==> config.mk <==
export PLATFORM = sky130hd
export DESIGN_NAME = ser_event_tx
export DESIGN_NICKNAME = d
export VERILOG_FILES = /design/src/rtl/ser_pkg.sv /design/src/rtl/ser_tick_div.sv /design/src/rtl/ser_byte_pick.sv /design/src/rtl/ser_frame_bits.sv /design/src/rtl/ser_event_tx.sv
export SDC_FILE = /design/constraint.sdc
export NUM_CORES = 1
export LEC_CHECK = 0
export BUFFER_PORTS_ARGS = -buffer_cell sky130_fd_sc_hd__buf_2
export CORE_MARGIN = 4
export CORE_UTILIZATION = 30
export CTS_BUF_LIST = sky130_fd_sc_hd__clkbuf_8
export DETAILED_ROUTE_END_ITERATION = 10
export GPL_TIMING_DRIVEN = 0
export HOLD_SLACK_MARGIN = 0.08
export SLEW_MARGIN = 10
export SYNTH_ARGS = -nofsm -noshare
export SYNTH_HDL_FRONTEND = slang
export SYNTH_HIERARCHICAL = 1
export SYNTH_SLANG_ARGS = --single-unit
==> constraint.sdc <==
create_clock -name clk -period 4.5 [get_ports clk]
set_clock_uncertainty 0.2 [all_clocks]
set_input_delay 0.225 -clock clk [delete_from_list [all_inputs] [get_ports clk]]
set_output_delay 0.225 -clock clk [all_outputs]
set_load 0.05 [all_outputs]
==> src/rtl/ser_pkg.sv <==
package ser_pkg;
  localparam int BYTE_W     = 8;
  localparam int FRAME_BITS = BYTE_W + 3;
  localparam int POS_W      = $clog2(FRAME_BITS);
  localparam int POS_START  = 0;
  localparam int POS_PAR    = BYTE_W + 1;
  localparam int POS_STOP   = BYTE_W + 2;

  // odd parity: the returned bit makes the total count of ones odd
  function automatic logic odd_par(input logic [BYTE_W-1:0] b);
    return ~^b;
  endfunction
endpackage

==> src/rtl/ser_tick_div.sv <==
module ser_tick_div #(
  parameter int DIV = 10,
  parameter int CW  = 4
) (
  input  logic          clk,
  input  logic          rst_n,
  input  logic          restart,
  input  logic          run,
  output logic [CW-1:0] cnt,
  output logic          bit_end
);
  localparam logic [CW-1:0] LAST = CW'(DIV - 1);

  assign bit_end = (cnt == LAST);

  always_ff @(posedge clk) begin
    if (!rst_n)       cnt <= '0;
    else if (restart) cnt <= '0;
    else if (run)     cnt <= bit_end ? '0 : cnt + 1'b1;
    else              cnt <= '0;
  end
endmodule

==> src/rtl/ser_byte_pick.sv <==
module ser_byte_pick #(
  parameter int HIT_W = 64,
  parameter int TS_W  = 24,
  parameter int NB    = 11,
  parameter int BIW   = 4
) (
  input  logic [HIT_W+TS_W-1:0]      ev,
  input  logic [BIW-1:0]             idx,
  output logic [ser_pkg::BYTE_W-1:0] sel
);
  import ser_pkg::*;
  localparam int NH = HIT_W / BYTE_W;
  localparam int NT = TS_W / BYTE_W;

  logic [BYTE_W-1:0] lanes [NB];

  // hit bytes: lowest channel byte first
  for (genvar g = 0; g < NH; g++) begin : g_hit
    assign lanes[g] = ev[g*BYTE_W +: BYTE_W];
  end
  // timestamp bytes: most significant byte first
  for (genvar g = 0; g < NT; g++) begin : g_ts
    assign lanes[NH+g] = ev[HIT_W + (NT-1-g)*BYTE_W +: BYTE_W];
  end

  always_comb begin
    sel = '0;
    for (int i = 0; i < NB; i++)
      if (idx == BIW'(i)) sel = lanes[i];
  end
endmodule

==> src/rtl/ser_frame_bits.sv <==
module ser_frame_bits (
  input  logic [ser_pkg::BYTE_W-1:0] data_byte,
  input  logic [ser_pkg::POS_W-1:0]  pos,
  output logic                       line_bit
);
  import ser_pkg::*;
  localparam int DW = $clog2(BYTE_W);

  always_comb begin
    if (pos == POS_W'(POS_START))
      line_bit = 1'b0;
    else if (pos < POS_W'(POS_PAR))
      line_bit = data_byte[DW'(pos - 1'b1)];
    else if (pos == POS_W'(POS_PAR))
      line_bit = odd_par(data_byte);
    else
      line_bit = 1'b1;
  end
endmodule

==> src/rtl/ser_event_tx.sv <==
module ser_event_tx #(
  parameter int HIT_W    = 64,
  parameter int TS_W     = 24,
  parameter int TICK_DIV = 10
) (
  input  logic                  clk,
  input  logic                  rst_n,
  input  logic                  in_valid,
  output logic                  in_ready,
  input  logic [HIT_W+TS_W-1:0] in_data,
  output logic                  ser_out,
  output logic                  busy
);
  import ser_pkg::*;
  localparam int EV_W = HIT_W + TS_W;
  localparam int NB   = (HIT_W / BYTE_W) + (TS_W / BYTE_W);
  localparam int BIW  = $clog2(NB);
  localparam int CW   = (TICK_DIV > 1) ? $clog2(TICK_DIV) : 1;

  logic [EV_W-1:0]   ev_q;
  logic [BIW-1:0]    byte_idx;
  logic [POS_W-1:0]  bit_idx;
  logic [CW-1:0]     tick_cnt;
  logic              bit_end;
  logic [BYTE_W-1:0] cur_byte;
  logic              frame_bit;
  logic              last_pos, last_byte, frame_done, accept;

  assign last_pos   = (bit_idx == POS_W'(POS_STOP));
  assign last_byte  = (byte_idx == BIW'(NB - 1));
  assign frame_done = busy && bit_end && last_pos && last_byte;
  assign in_ready   = !busy || frame_done;
  assign accept     = in_valid && in_ready;

  ser_tick_div #(.DIV(TICK_DIV), .CW(CW)) u_tick (
    .clk(clk), .rst_n(rst_n), .restart(accept), .run(busy),
    .cnt(tick_cnt), .bit_end(bit_end)
  );

  ser_byte_pick #(.HIT_W(HIT_W), .TS_W(TS_W), .NB(NB), .BIW(BIW)) u_pick (
    .ev(ev_q), .idx(byte_idx), .sel(cur_byte)
  );

  ser_frame_bits u_bits (
    .data_byte(cur_byte), .pos(bit_idx), .line_bit(frame_bit)
  );

  always_ff @(posedge clk) begin
    if (!rst_n) begin
      busy     <= 1'b0;
      ev_q     <= '0;
      byte_idx <= '0;
      bit_idx  <= '0;
    end else if (accept) begin
      busy     <= 1'b1;
      ev_q     <= in_data;
      byte_idx <= '0;
      bit_idx  <= '0;
    end else if (busy && bit_end) begin
      if (last_pos) begin
        bit_idx <= '0;
        if (last_byte) busy <= 1'b0;
        else           byte_idx <= byte_idx + 1'b1;
      end else begin
        bit_idx <= bit_idx + 1'b1;
      end
    end
  end

  assign ser_out = busy ? frame_bit : 1'b1;
endmodule

# After elaboration in Yosys (flattened, before gate mapping)
# Cells that the tools add are included.
# op_classes
reduce_logical	16
mux	22
n_lt_le_gt_ge	2
add_sub_neg	4
eq_ne	13
bitwise	3
# op_table
cell	count
8-bit 2-to-1 mux	11
4-bit == test (second input constant)	6
4-bit by 3-bit == test with 1-bit output (second input constant)	4
4-bit by 1-bit adder with 4-bit output (second input constant)	3
1-bit 2-to-1 mux	9
4-bit by 2-bit == test with 1-bit output (second input constant)	2
4-bit logical NOT	2
8-bit XNOR reduction	1
3-bit AND reduction	2
2-bit nonzero test	3
4-bit by 1-bit == test with 1-bit output (second input constant)	1
1-bit logical AND	4
3-bit by 4-bit < comparator with 1-bit output (second input constant)	1
4-bit < comparator (second input constant)	1
4-bit 2-to-1 mux	1
4-bit OR reduction	1
1-bit binary-select mux with 3-bit select	1
1-bit NOT	3
3-bit by 1-bit subtractor with 3-bit output (second input constant)	1
2-bit OR reduction	1
1-bit logical NOT	1
1-bit logical OR	1
# word_totals
word_cells	65
out_inout_bits	3
register_bits	101

# Logic depth before layout (Yosys ltp)
# Gate-level depths: netlist of run 1.
# depth
depth_word	17
depth_mapped	12
depth_no_buf	9

# Cells and area by module
# Netlist of run 1, hierarchy kept.
# by_module_without_submodules
module	cells_per_inst	area_per_inst_um2	instances	seq_area_each_um2
ser_event_tx	448	3681.0	1	1941.9
ser_byte_pick	144	1069.8	1	0.0
ser_frame_bits	23	220.2	1	0.0
ser_tick_div	18	178.9	1	80.1

# Least setup slack after synthesis of run 1
# Ideal clock, no wire load.
# synth_timing
path_type	flip-flop to output port
from	register byte_idx[0]
to	output port ser_out
t_arrival_ns	2.714
required_time_ns	4.075
slack_ns	1.361
path_buffers	1
stages_incl_launch_ff	11
cell_sequence	dfxtp_1 > buf_6 > mux4_2 > nor2_1 > a211o_1 > o311ai_1 > mux4_1 > mux2_2 > a21oi_2 > a221oi_1 > nand2b_1
# synth_via
elab_chain_len	17
word_cells_on_any_way	29
# synth_rtl
item	line	source
start, declared	ser_event_tx.sv:21	logic [BIW-1:0] byte_idx;
start signal, assigned	ser_event_tx.sv:63	else byte_idx <= byte_idx + 1'b1;
4-bit logical NOT	ser_byte_pick.sv:29	if (idx == BIW'(i)) sel = lanes[i];
8-bit 2-to-1 mux (10 in series)	ser_byte_pick.sv:29	
8-bit 2-to-1 mux *	ser_byte_pick.sv:29	
named net cur_byte[0]	ser_event_tx.sv:25	logic [BYTE_W-1:0] cur_byte;
1-bit binary-select mux with 3-bit select / 8-bit XNOR reduction (equally long branches)	ser_frame_bits.sv:13, ser_pkg.sv:11	
1-bit 2-to-1 mux, on equally long branches	ser_frame_bits.sv:13, ser_frame_bits.sv:14	
1-bit 2-to-1 mux *	ser_frame_bits.sv:12	else if (pos < POS_W'(POS_PAR))
1-bit 2-to-1 mux *	ser_frame_bits.sv:10	if (pos == POS_W'(POS_START))
named net frame_bit	ser_event_tx.sv:26	logic frame_bit;
1-bit 2-to-1 mux *	ser_event_tx.sv:70	assign ser_out = busy ? frame_bit : 1'b1;
end, declared	ser_event_tx.sv:11	output logic ser_out,
# The timed path passes the listed nets; every way through them passes the cells marked *. The select of a mux whose other input is x is not followed.

# Worst setup path in the final report of run 1
# layout_timing
from	register byte_idx[2]
to	output port ser_out
# The elaborated chain is that of the path after synthesis.

==> metrics.md, run 1 <==
| Metric | Value |
|---|---|
| Status | `completed` |
| CP Max Fanout | `13` |
| Final Max Tran Viols | `0` |
| Register area share after synthesis | `0.393` |
| P per Cell Area | `267 nW/um^2` |
| Startpoint Class | `flop` |
| Yosys cell types | `56` |
| Post-synthesis xor/xnor area fraction | `0.0204` |
| Die area | `19,300 sq um` |
| Post-Syn Area | `5150 sq um` |
| Num CTS Buffers | `9` |
| CTS Buffer Depth | `2` |
| Clk sinks | `101` |
| Die width | `139 um` |
| CTS H-Tree Depth | `3` |
| Class of the tightest hold or removal check | `flop to flop` |
| Vias per cell | `4.88` |
| Worst-skew pair later-pin latency | `0.38 ns` |
| Share of flip-flops with an asynchronous set or reset | `0` |
| Vias | `5,130` |
| Synth top area cells | `dfxtp_1, nand3_1, o21ai_0` |
| DRT iter0 DRCs | `340` |
| Crit path buffers/inverters | `1` |
| Power Total | `1.87 mW` |
| Global route overflow | `0` |
| GP Congestion | `0.879` |
| Synth Register Bits | `101` |
| Layout area overhead | `35.9%` |
| EDFF count, synth | `0` |
| Synth Area in Adders | `0.0170` |
| IO Port Bufs | `93` |
| Internal power | `1.37 mW` |
| Fmax achieved | `260 MHz` |
| Net Switching | `493 uW` |
| Clk pwr share | `0.325` |
| Fin area | `7000 sq um` |
| Tot GR Track Use | `0.168` |
| I/O Pins | `94` |
| Compound-Gate Fraction of Synth Area | `0.182` |
| Clk slew on worst S/H paths | `0.09 ns` |
| Initial DRT Pass Iterations | `4` |
| Final WL | `16.2 mm` |
| Syn avg cell area | `8.14 sq um` |
| Setup TNS | `0 ns` |
| Final hold violation count | `0` |
| Crit end category | `output pin` |
| Core Rows | `47` |
| YS warnings | `6` |
| Layout Nets | `925` |
| DRC violations left | `0` |
| Main combinational cell family by area after synthesis | `simple AND/OR/NAND/NOR gates` |
| LEAKAGE | `2.65 nW` |
| Die H | `139 um` |
| Initial Util | `0.308` |
| Critical Path RT | `4.07 ns` |
| Ant. Diodes | `0` |
| Mapped Nets | `731` |
| Final min period | `3.84 ns` |
| Global-route wire length before repair | `26.0 mm` |
| Max_slew headroom | `0.566` |
| Multi-input gate area | `2780 sq um` |
| Register area | `2020 sq um` |
| Post-Synth Simple-Gate Area | `0.267` |
| Post-synth top area share | `0.393` |
| Fillers | `1,738` |
| Maximum VDD drop | `0.000154 V` |
| Top FF cell, synth | `dfxtp_1` |
| RSZ-0062 raised after global routing | `no` |
| Max cap viols | `0` |
| Wire per inst | `15.4 um` |
| Critical Path AT | `3.42 ns` |
| Logic pwr share | `0.152` |
| Share of cells above drive strength 1 | `0.183` |
| Mux cell area share after synthesis | `0.0530` |
| Root Driver | `clkbuf_8` |
| Cell Chain, Critical Path | `nor2b_1 > nand3_2 > o22ai_1 > a22oi_1 > mux4_1 > mux2_2 > a21oi_2 > a221oi_1 > nand2b_1 > buf_2` |
| # setup viols final | `0` |
| Syn Inst Count | `633` |
| Antenna violations before repair | `0` |
| Worst path slowest cell | `dfxtp_1` |
| CTS tree | `built` |
| Largest net degree at the start of global routing | `17` |
| Post-DP HPWL | `11.8 mm` |
| Post-DRT Antenna Nets | `0` |
| Vias in the first global route | `5,060` |
| Share of power burned in registers | `0.522` |
| Setup bufs post-CTS | `0` |
| Largest area contributor in the netlist | `dfxtp_1` |
| Period utilisation layout | `0.854` |
| Core ar. | `16,700 sq um` |
| CP peak stage delay | `0.58 ns` |
| Switching share of power | `0.264` |
| Slew @ Worst Pin | `0.651 ns` |
| CP top delay family | `multiplexers` |
| Critical path class | `flop to output pin` |
| DP Area | `5890 sq um` |
## sequential cells by signal, indices dropped and copies added (netlist names)
register    count
ev_q           88
bit_idx         4
byte_idx        4
u_tick/cnt      4
busy            1
## worst reg2reg max path: cells and delay by family, from the launching register on
family	cells	cell delay, ns
and+or+nand+nor	5	0.86
AOI/OAI and AO/OA	2	0.61
buffers and inverters	3	0.59
DFF	1	0.41
adders and majority gates	1	0.17
## power groups by stage
stage                     registers [mW]  logic, mW  clock network (mW)
after floorplan                    0.983      0.136                   0
after CTS                          0.976      0.286               0.627
after global placement             0.996      0.222                   0
after detailed placement           0.996      0.225                   0
after global routing               0.981      0.317               0.667
final                              0.975      0.285               0.607
## logic make-up after synthesis
kind of cell               count (synthesis)
AOI/OAI and AO/OA                        155
xor gates and xnor gates                  12
adders and majority gates                  7
buffers and inverters                     65
DFF                                      101
muxes                                     20
and+or+nand+nor                          273
## Yosys cell counts (all sizes together), types with 5 or more instances
library cell	n
a211oi	6
a21o	5
a21oi	6
a221oi	6
a22oi	5
buf	27
clkbuf	29
dfxtp	101
ha	7
inv	9
mux2i	13
mux4	5
nand2	96
nand2b	10
nand3	97
nor2	24
nor2b	14
nor3	9
nor4bb	5
o21a	6
o21ai	101
o22a	5
o22ai	5
xnor2	9
## area by class of cell
| cell class | count | share of cell area |
|---|---|---|
| clock buffers | 11 | 0.0216 |
| multi-input cells | 467 | 0.397 |
| well taps | 220 | 0.0393 |
| repair buffers | 183 | 0.195 |
| clock inverters | 5 | 0.00804 |
| inverters | 9 | 0.00483 |
| plain buffers | 56 | 0.0449 |
| flip-flops and latches | 101 | 0.289 |
## stage by stage
step	setup WS (ns)	utilization	hold slack [ns]	std cells
5_1_grt	0.412	0.419	0.272	1052
2_1_floorplan	1.36	-	0.155	633
3_5_place_dp	1.09	0.353	0.247	946
4_1_cts	0.655	0.419	0.261	1052
6_report	0.655	0.419	0.257	1052
3_3_place_gp	1.10	0.353	0.241	946
## path summary, 6_finish.rpt
check / slack, ns / startpoint / to / cells past startpoint
worst max register to register: 1.55 / u_tick/cnt[0] / u_tick/cnt[2] / 11
worst min register to register: 0.26 / ev_q[20] / ev_q[20] / 2
worst max-delay path: 0.66 / byte_idx[2] / ser_out / 10
worst min-delay path: 0.26 / ev_q[20] / ev_q[20] / 2
## layer usage
| metal | GRT usage | wire (um) | part of all wire | up-vias |
|---|---|---|---|---|
| met5 | 0 | 0 | 0 | - |
| met3 | 0.0328 | 619 | 0.038 | 27 |
| met1 | 0.213 | 7280 | 0.45 | 2361 |
| li1 | - | - | - | 2624 |
| met4 | 0.0551 | 345 | 0.021 | 0 |
| met2 | 0.288 | 8000 | 0.49 | 118 |
## what timing repair did
item | in CTS | in global routing
setup endpoints to repair | 0 | 0
resized for setup | 0 | 0
endpoints found under the hold margin | 92 | 0
hold buffers | 90 | 0
## cells in the final DEF (no fill, tap or decap), types with 4 or more instances in the layout
master and instances:
clkbuf_8 11, a221oi_1 6, dlygate4sd3_1 90, o22a_1 5, xnor2_1 9, nand2b_1 9, nor2b_1 14, buf_4 5
nor4bb_1 5, nor2_1 23, or2b_1 4, o21ai_1 7, nand3_1 95, a21o_1 5, o21ai_0 93, buf_2 106
ha_1 7, a22oi_1 5, clkbuf_1 28, nor3_1 9, buf_6 9, o21a_1 6, inv_1 9, o22ai_1 5
a211oi_1 6, a21oi_1 5, dfxtp_1 101, mux2i_1 13, nand2_1 96
Power figures use the tool's default switching activity.
==> run 2: changes to the inputs <==
--- a/config.mk
+++ b/config.mk
@@ -5,10 +5,12 @@
 export SDC_FILE = /design/constraint.sdc
 export NUM_CORES = 1
 export LEC_CHECK = 0
+export ABC_AREA = 1
 export BUFFER_PORTS_ARGS = -buffer_cell sky130_fd_sc_hd__buf_2
 export CORE_MARGIN = 4
 export CORE_UTILIZATION = 30
 export CTS_BUF_LIST = sky130_fd_sc_hd__clkbuf_8
+export CTS_CLUSTER_SIZE = 8
 export DETAILED_ROUTE_END_ITERATION = 10
 export GPL_TIMING_DRIVEN = 0
 export HOLD_SLACK_MARGIN = 0.08
==> run 2 against run 1 <==
- total power up 8.8%
- non-clock buffer count shrank 7
- largest cell class unchanged
- largest power group unchanged
- highest routed layer unchanged
- hold slack gained 0.032 ns
==> metrics.md, run 2 <==
| Metric | Value |
|---|---|
| Setup TNS | `0 ns (unchanged)` |
| Post-synth top area share | `0.355 (-0.0376)` |
| Critical Path AT | `3.25 ns (-0.17 ns)` |
| Core ar. | `18,700 sq um (+12%)` |
| Vias in the first global route | `5,643 (+12%)` |
| Die width | `146 um (+4.9%)` |
| Crit path top cell by count | `nand2_1` |
| Layout area overhead | `32.4%` |
| Max_slew headroom | `0.392 (-0.174)` |
| Met1 Resource Use GR | `0.213 (about the same)` |
| Largest area contributor in the netlist | `dfxtp_1` |
| Post-synth top cells | `nand2_1, nand3_1, inv_1` |
| Max cap viols | `0 (unchanged)` |
| Vias | `6,020 (+17%)` |
| Share of flip-flops with an asynchronous set or reset | `0 (unchanged)` |
| Final WL | `16.7 mm (+2.7%)` |
| Critical path class | `flop to output pin` |
| CP Max Fanout | `10 (-3)` |
| Final Max Tran Viols | `0 (unchanged)` |
| CTS H-Tree Depth | `3 (unchanged)` |
| Num CTS Buffers | `9 (unchanged)` |
| Critical Path RT | `4.07 ns (about the same)` |
| Worst-skew pair later-pin latency | `0.38 ns (about the same)` |
| EDFF count, synth | `0 (unchanged)` |
| Tot GR Track Use | `0.156 (-0.0117)` |
| Class of the tightest hold or removal check | `flop to flop` |
| Top Usage Layer GRT | `met2` |
| Power Total | `2.03 mW (+8.8%)` |
| Fmax achieved | `272 MHz (+4.5%)` |
| Place WS | `1.31 ns (+0.219 ns)` |
| Biggest register | `ev_q` |
| Maximum VDD drop | `0.000120 V (-22%)` |
| Logic pwr share | `0.210 (+0.058)` |
| DP Area | `6450 sq um (+9.5%)` |
| Vias per cell | `4.48 (-8.1%)` |
| Root Driver | `clkbuf_8` |
| DRC violations left | `0 (unchanged)` |
| Largest net degree at the start of global routing | `16 (-1)` |
| DRT iter0 DRCs | `435 (+28%)` |
| Mapped Nets | `1,012 (+38%)` |
| Ant. Diodes | `0 (unchanged)` |
| Status | `completed` |
| Slew @ Worst Pin | `0.912 ns (+0.260 ns)` |
| Commonest non-fill, non-tap cell in the layout | `nand2_1` |
| Initial DRT Pass Iterations | `6 (+2)` |
| GP Congestion | `0.859 (-2.2%)` |
| Period utilisation layout | `0.818 (-0.0366)` |
| Initial Util | `0.304 (-0.00388)` |
| Post-DP HPWL | `12.1 mm (+3.1%)` |
| CP top delay family | `simple AND/OR/NAND/NOR gates` |
| Share of cells above drive strength 1 | `0.138 (-0.0449)` |
| Startpoint Class | `flop` |
| Final hold violation count | `0 (unchanged)` |
| Synth Register Bits | `101 (unchanged)` |
| Syn Inst Count | `914 (+44%)` |
| Met2 GRT Util | `0.254 (-0.0346)` |
| Number of flip-flops in the largest register | `88 (unchanged)` |
| Die area | `21,300 sq um (+10%)` |
| Core Rows | `50 (+6.4%)` |
| Crit path buffers/inverters | `4 (+3)` |
| CTS Buffer Depth | `2 (unchanged)` |
| Crit end category | `output pin` |
| Die H | `146 um (+4.9%)` |
| Global-route wire length before repair | `27.3 mm (+5.2%)` |
| Internal power | `1.44 mW (+4.9%)` |
| Cell Chain, Critical Path | `nor2_2 > buf_2 > nand3_1 > nand3_1 > nor2_1 > nand4_1 > nand2_1 > nand4_1 > inv_1 > nand2_1 > nand2_1 > nand2_1 > nand2_1 > nand3_1 > nand3_2 > nand2_2 > a21oi_2 > inv_1 > nand2_1 > buf_2` |
| Hold WS | `0.289 ns (+0.0322 ns)` |
| LEAKAGE | `3.66 nW (+38%)` |
| Clk slew on worst S/H paths | `0.10 ns (about the same)` |
| CTS tree | `built` |
| Register area share after synthesis | `0.355 (-0.0376)` |
| # setup viols final | `0 (unchanged)` |
| Worst path slowest cell | `dfxtp_1` |
| Min setup slack post-route | `0.820 ns (+0.165 ns)` |
| RSZ-0062 raised after global routing | `no` |
| Top FF cell, synth | `dfxtp_1` |
| Clk pwr share | `0.296 (-0.029)` |
| Share of power burned in registers | `0.494 (-0.028)` |
| Fin area | `7540 sq um (+7.7%)` |
| Yosys cell types | `29 (-48%)` |
| Synth top area cells | `dfxtp_1, nand2_1, nand3_1` |
| Post-DRT Antenna Nets | `0 (unchanged)` |
| Post-CTS resize count | `0 (unchanged)` |
| Layout Nets | `1,204 (+30%)` |
| Clk sinks | `101 (unchanged)` |
| P per Cell Area | `269 nW/um^2 (+1.0%)` |
| Post-Syn Area | `5700 sq um (+11%)` |
| GR Util met3 | `0.0293 (-0.00348)` |
| Commonest cells after routing, fill and taps aside | `nand2_1, nand3_1, inv_1` |
| Global route overflow | `0 (unchanged)` |
| CP peak stage delay | `0.49 ns (-0.09 ns)` |
| Syn avg cell area | `6.23 sq um (-23%)` |
| Wire per inst | `12.4 um (-20%)` |
| Antenna violations before repair | `0 (unchanged)` |
| Count leader, synth | `nand2_1` |
| Final min period | `3.68 ns (-0.165 ns)` |
| Switching share of power | `0.291 (+0.0265)` |
| YS warnings | `6 (unchanged)` |
| IO Port Bufs | `92 (-1.1%)` |
| Setup bufs post-CTS | `0 (unchanged)` |
| Net Switching | `591 uW (+20%)` |
| I/O Pins | `94 (unchanged)` |
## run 2: area by class of cell
| cell class | instances | area (sq um) |
|---|---|---|
| Inverter | 139 | 522 |
| Tap cell | 234 | 293 |
| Multi-Input combinational cell | 623 | 2860 |
| Timing Repair Buffer | 181 | 1350 |
| Buffer | 51 | 289 |
| Clock inverter | 4 | 47.5 |
| Fill cell | 2013 | 11200 |
| Clock buffer | 11 | 151 |
| Sequential cell | 101 | 2020 |
## run 2: power by group through the flow
stage                     clock [mW]  sequential, mW  combinational [mW]
after floorplan                    0            1.01               0.256
after global placement             0            1.02               0.363
after detailed placement           0            1.02               0.368
after CTS                      0.617            1.00               0.427
after global routing           0.648            1.01               0.486
final                          0.602            1.00               0.426
## run 2: worst paths after layout
| path | slack, ns | from | end | cells past startpoint |
|---|---|---|---|---|
| min | 0.29 | ev_q[9] | ev_q[9] | 2 |
| min reg2reg | 0.29 | ev_q[9] | ev_q[9] | 2 |
| max reg2reg | 2.21 | byte_idx[1] | byte_idx[1] | 9 |
| max | 0.82 | byte_idx[3] | ser_out | 20 |
## run 2: metrics by stage
step / util / instances
2_1_floorplan: - / 914
5_1_grt: 0.403 / 1344
6_report: 0.403 / 1344
4_1_cts: 0.403 / 1344
3_5_place_dp: 0.345 / 1240
3_3_place_gp: 0.345 / 1240
## run 2: tightest hold or removal path, cell delays in order (launching register included)
cell	delay, ns
dfxtp_1	0.34
a21oi_1	0.04
nor2_1	0.08
## run 2: what timing repair did
action,in CTS,in global routing
hold buffers,89,0
endpoints found under the setup margin,0,0
hold endpoints to repair,92,0
## run 2: kinds of logic (layout without fill, tap and decap cells)
kind of cell | Yosys count | count (layout) | share of synthesized area
adders and majority gates | 7 | 7 | 0.0154
buffers and inverters | 190 | 386 | 0.142
xor gates and xnor gates | 4 | 4 | 0.00615
AOI/OAI and AO/OA | 108 | 108 | 0.0967
DFF | 101 | 101 | 0.355
and+or+nand+nor | 504 | 504 | 0.384
## run 2: per-layer routing
layer	part of all wire	wire, um
met1	0.50	8340
met2	0.44	7410
met3	0.040	664
met4	0.015	257
met5	0	0
